File: config.mk
export PLATFORM = sky130hd
export DESIGN_NAME = posit_encoder
export DESIGN_NICKNAME = d
export VERILOG_FILES = /design/src/rtl/pe_pkg.sv /design/src/rtl/pe_magnitude.sv /design/src/rtl/pe_regime.sv /design/src/rtl/pe_round.sv /design/src/rtl/posit_encoder.sv
export SDC_FILE = /design/constraint.sdc
export NUM_CORES = 1
export LEC_CHECK = 0
export ABC_AREA = 0
export BUFFER_PORTS_ARGS = -buffer_cell sky130_fd_sc_hd__buf_4
export CAP_MARGIN = 10
export CORE_ASPECT_RATIO = 1.2
export CORE_MARGIN = 10
export CORE_UTILIZATION = 25
export DETAILED_ROUTE_END_ITERATION = 8
export PLACE_DENSITY = 0.45
export SYNTH_ARGS = -nofsm -noshare
export SYNTH_HDL_FRONTEND = slang
export SYNTH_SLANG_ARGS = --single-unit
File: constraint.sdc
create_clock -name vclk -period 26.7
set_input_delay 5.34 -clock vclk [all_inputs]
set_output_delay 5.34 -clock vclk [all_outputs]
set_load 0.005 [all_outputs]
File: src/rtl/pe_pkg.sv
package pe_pkg;
  typedef enum logic [1:0] {
    PC_ZERO = 2'd0,
    PC_NAR  = 2'd1,
    PC_NUM  = 2'd2
  } pcls_e;
endpackage

File: src/rtl/pe_magnitude.sv
// Turns the two's complement significand into a magnitude and removes the bias.
module pe_magnitude #(
  parameter int N  = 16,
  parameter int ES = 1,
  parameter int WF = N - 3 - ES,
  parameter int WE = 1 + ES + $clog2(N - 2),
  parameter int EW = WE + 2
) (
  input  logic                 sign,
  input  logic                 imp,
  input  logic [WE-1:0]        exp_b,
  input  logic [WF-1:0]        frac,
  input  logic                 rnd,
  input  logic                 stk,
  output logic signed [EW-1:0] sexp,
  output logic [WF-1:0]        mfrac,
  output logic                 mrnd
);
  localparam int MW = WF + 3;
  localparam int BIAS = ((N - 2) << ES) + 1;
  localparam logic signed [EW-1:0] BIAS_V = EW'(BIAS);

  logic [MW-1:0] tc_bits;
  logic [MW-1:0] neg_bits;
  logic [MW-1:0] mag_bits;
  logic          two;

  always_comb begin
    tc_bits  = {sign, imp, frac, rnd};
    // sticky set: the lower tail absorbs the +1 of the negation
    neg_bits = ~tc_bits + {{(MW-1){1'b0}}, ~stk};
    mag_bits = sign ? neg_bits : tc_bits;
    two      = mag_bits[MW-1];
    mfrac    = two ? '0 : mag_bits[WF:1];
    mrnd     = two ? 1'b0 : mag_bits[0];
    sexp     = $signed({2'b00, exp_b}) - BIAS_V + $signed({{(EW-1){1'b0}}, two});
  end
endmodule

File: src/rtl/pe_regime.sv
// Builds the regime/exponent/fraction string by a variable arithmetic shift.
module pe_regime #(
  parameter int N  = 16,
  parameter int ES = 1,
  parameter int WF = N - 3 - ES,
  parameter int EW = 8
) (
  input  logic signed [EW-1:0] sexp,
  input  logic [WF-1:0]        mfrac,
  input  logic                 mrnd,
  input  logic                 stk,
  output logic [N-2:0]         body,
  output logic                 guard,
  output logic                 sticky,
  output logic                 sat_hi,
  output logic                 sat_lo
);
  localparam int XW = 2 * N - 3;
  localparam logic signed [EW-1:0] K_HI = EW'(N - 2);
  localparam logic signed [EW-1:0] K_LO = -EW'(N - 2);

  logic signed [EW-1:0] k;
  logic [EW-1:0]        amt;
  logic                 rb;
  logic [N-1:0]         seed;
  logic signed [XW-1:0] ext;
  logic signed [XW-1:0] sh;

  assign k  = sexp >>> ES;
  assign rb = ~k[EW-1];

  generate
    if (ES > 0) begin : g_es
      assign seed = {rb, ~rb, sexp[ES-1:0], mfrac, mrnd};
    end else begin : g_noes
      assign seed = {rb, ~rb, mfrac, mrnd};
    end
  endgenerate

  always_comb begin
    sat_hi = (k >= K_HI);
    sat_lo = (k < K_LO);
    amt    = k[EW-1] ? ~k : k;
    ext    = {seed, {(N-3){1'b0}}};
    sh     = ext >>> amt;
    body   = sh[XW-1 -: N-1];
    guard  = sh[N-3];
    sticky = (|sh[N-4:0]) | stk;
  end
endmodule

File: src/rtl/pe_round.sv
// Round to nearest even, clamp, restore the sign and select special codes.
module pe_round #(
  parameter int N = 16
) (
  input  pe_pkg::pcls_e cls,
  input  logic          sign,
  input  logic [N-2:0]  body,
  input  logic          guard,
  input  logic          sticky,
  input  logic          sat_hi,
  input  logic          sat_lo,
  output logic [N-1:0]  posit
);
  logic         up;
  logic [N-2:0] mag;
  logic [N-1:0] full;

  always_comb begin
    up = guard & (sticky | body[0]);
    if (sat_hi)                mag = '1;
    else if (sat_lo)           mag = {{(N-2){1'b0}}, 1'b1};
    else if (up && !(&body))   mag = body + 1'b1;
    else                       mag = body;
    full = {1'b0, mag};
    unique case (cls)
      pe_pkg::PC_NAR:  posit = {1'b1, {(N-1){1'b0}}};
      pe_pkg::PC_ZERO: posit = '0;
      default:         posit = sign ? (~full + 1'b1) : full;
    endcase
  end
endmodule

File: src/rtl/posit_encoder.sv
module posit_encoder #(
  parameter  int N  = 16,
  parameter  int ES = 1,
  localparam int WF = N - 3 - ES,
  localparam int WE = 1 + ES + $clog2(N - 2)
) (
  input  logic          in_nar,
  input  logic          in_sign,
  input  logic [WE-1:0] in_exp,
  input  logic          in_imp,
  input  logic [WF-1:0] in_frac,
  input  logic          in_rnd,
  input  logic          in_stk,
  output logic [N-1:0]  out_posit
);
  localparam int EW = WE + 2;

  pe_pkg::pcls_e        cls;
  logic signed [EW-1:0] sexp;
  logic [WF-1:0]        mfrac;
  logic                 mrnd;
  logic [N-2:0]         body;
  logic                 guard;
  logic                 sticky;
  logic                 sat_hi;
  logic                 sat_lo;

  always_comb begin
    if (in_nar)                  cls = pe_pkg::PC_NAR;
    else if (!in_sign && !in_imp) cls = pe_pkg::PC_ZERO;
    else                         cls = pe_pkg::PC_NUM;
  end

  pe_magnitude #(.N(N), .ES(ES), .WF(WF), .WE(WE), .EW(EW)) u_mag (
    .sign(in_sign), .imp(in_imp), .exp_b(in_exp), .frac(in_frac),
    .rnd(in_rnd), .stk(in_stk), .sexp(sexp), .mfrac(mfrac), .mrnd(mrnd)
  );

  pe_regime #(.N(N), .ES(ES), .WF(WF), .EW(EW)) u_reg (
    .sexp(sexp), .mfrac(mfrac), .mrnd(mrnd), .stk(in_stk),
    .body(body), .guard(guard), .sticky(sticky),
    .sat_hi(sat_hi), .sat_lo(sat_lo)
  );

  pe_round #(.N(N)) u_rnd (
    .cls(cls), .sign(in_sign), .body(body), .guard(guard), .sticky(sticky),
    .sat_hi(sat_hi), .sat_lo(sat_lo), .posit(out_posit)
  );
endmodule

==> results.md <==
- Outcome: finished, final reports clean
- Static power due to leakage: 1.498 nW
- Worst setup timing slack at the placement stage: 8.015 ns
- Relative area change from synthesis to final layout: 9.258%
- Pwr per Cell Area: 35.96 mW/mm^2
- Synth area leader: sky130_fd_sc_hd__nor2_1
- Initial detailed-routing violation count: 380
- # nets final: 606
- DIE HEIGHT: 155.5 um
- Global routing usage summed across all routing layers: 13.64%
- Synthesized area per cell: 6.699 um^2
- Post-DR wirelength/cell: 19.22 um
- Critical path launch point type: input port
- Area of the mapped netlist: 0.003825 mm^2
- Inserted Diodes: 0
- Max Freq: 53.10 MHz
- Global-route wire length before repair: 24060 um
- Most common cell on crit path: sky130_fd_sc_hd__ha_1
- Vias post-DR: 4544
- Number of global-route vias before repair: 4421
- Maximum vdd ir drop: 0.000008614 V
- Share of synthesized area occupied by flip-flops and latches: 0%
- Commonest cells in the netlist: sky130_fd_sc_hd__nor2_1 (59), sky130_fd_sc_hd__nand2_1 (50), sky130_fd_sc_hd__o21ai_0 (36), sky130_fd_sc_hd__nand3_1 (32), sky130_fd_sc_hd__a21oi_1 (31)
- Library cell with the highest instance count after synthesis: sky130_fd_sc_hd__nor2_1
- Placeable core area: 0.01502 mm^2
- Die area: 0.02067 mm^2
- Final Hold Fails: 0
- Worst setup slack after layout: 7.866 ns
- Share of cells above drive strength 1: 15.53%
- Max_slew headroom: 41.96%
- Pin count of the biggest net entering global routing: 30
- Synthesized Nets: 602
- Signal arrival time at the worst endpoint: 13.49 ns
- Clock buffer instance count of the final layout: 0
- Gate count after technology mapping: 571
- Critical path endpoint category: output pin
- Total length of routed wires: 14930 um
- Transition at the pin with the smallest max-transition slack: 0.8664 ns
- Cell Rows: 49
- CTS Hold Bufs: 0
- Cells resized by post-CTS repair: 0
- Ports: 39
- Routability Congestion: 0.9382
- Critical Path RT: 21.36 ns
- Floorplan die width: 132.9 um
- CP Max Fanout: 20
- Footprint of the flip-flops and latches: 0 um^2
- Critical Setup Path Class: input port to output pin
- Cells taking the most area after synthesis: sky130_fd_sc_hd__nor2_1 (5.8%), sky130_fd_sc_hd__nand2_1 (4.9%), sky130_fd_sc_hd__xor2_1 (4.8%)
- Number of flip-flops and latches: 0
- Final period utilization: 70.54%
- Final setup vio count: 0
- Worst hold-check path type: input port to output pin
- Number of synthesis warnings: 0
- Fin crit period: 18.83 ns
- Drt pass-1 iters: 5
- Post-route ant nets: 0
- Overall overflow remaining after global route: 0
- Fill cells: 1702
- Number of I/O port buffers: 39
- Count of distinct cell types in the synthesized netlist: 92
- Effective utilization at floorplan: 25.46%
- Fin. max-slew vios: 0
- Critical path's largest stage delay: 0.63 ns
- Vias per Instance: 5.848
- Post-CTS repair timing setup buffer count: 0
- RSZ-0062 raised after global routing: false
- Initial antenna violation count: 0
- Critical path's slowest cell: sky130_fd_sc_hd__or4_4
- Estimated wirelength of the detail-placed design: 12240 um
- MaxCap Viol Count: 0
- Setup total negative slack: 0 ns
- Number of remaining DRC errors: 0
- Fraction of synthesized cell area taken by the top area cell type: 5.790%
[cells by family (layout without fill, tap and decap cells)]
group,count (synthesis),after routing,synth area share [%]
xor gates and xnor gates,39,39,10.70
adders and majority gates,8,8,2.617
AOI/OAI and AO/OA,224,224,44.46
muxes,11,11,3.271
and+or+nand+nor,230,230,31.30
buffers and inverters,59,61,7.655
[where the power goes]
group / internal, W / total, W / switching, W / leakage (nW)
combinational: 0.0000519 / 0.000150 / 0.0000984 / 1.50
sequential: 0 / 0 / 0 / 0
clock: 0 / 0 / 0 / 0
[worst max-delay path, delay by kind of cell]
family	cells	cell delay, ns
fa+ha+maj	6	1.57
mux	2	0.34
buf+inv	5	1.02
simple gates	13	3.64
compound gates	4	1.54
[per-layer routing]
layer  part of all wire [%]  vias to the layer above  routed length, um  track usage, %
met5                      0                        -                  0               0
met4                    3.5                        0                522           4.040
met3                    4.0                       30                593           1.128
met2                     50                      157               7416           25.24
met1                     43                     2120               6399           16.22
li1                       -                     2237                  -               -
[per-stage QoR]
| stage | util [%] | hold slack (ns) | total power [W] | instances | instance area, um^2 |
|---|---|---|---|---|---|
| after floorplan | - | 10.75 | 0.0001101 | 571 | 3825 |
| after global placement | 27.82 | 10.99 | 0.0001480 | 777 | 4179 |
| after detailed placement | 27.82 | 10.98 | 0.0001482 | 777 | 4179 |
| after CTS | 27.82 | 10.98 | 0.0001489 | 777 | 4179 |
| after global routing | 27.82 | 11.01 | 0.0001650 | 777 | 4179 |
| final | 27.82 | 10.98 | 0.0001503 | 777 | 4179 |
[worst paths after layout]
| kind | start | end | slack [ns] | depth (start not counted) |
|---|---|---|---|---|
| worst max-delay path | in_stk | out_posit[14] | 7.87 | 30 |
| worst min-delay path | in_nar | out_posit[15] | 10.98 | 3 |
[layout make-up]
type,instances,area (um^2),share of cell area (%)
multi-input cells,512,3532,84.52
repair buffers,40,300.3,7.186
well taps,204,255.2,6.108
inverters,21,91.34,2.186
[cell usage in the layout (no fill, tap or decap), types with 16 or more instances in the layout]
master                     count
sky130_fd_sc_hd__nand3_1      32
sky130_fd_sc_hd__buf_4        40
sky130_fd_sc_hd__nor2_1       59
sky130_fd_sc_hd__xor2_1       21
sky130_fd_sc_hd__nand2_1      50
sky130_fd_sc_hd__a21oi_1      31
sky130_fd_sc_hd__a211oi_1     18
sky130_fd_sc_hd__o21ai_0      36
sky130_fd_sc_hd__nor3_1       19
sky130_fd_sc_hd__inv_1        19
sky130_fd_sc_hd__o211ai_1     16
Note: power is estimated with default switching activity, not from simulation.
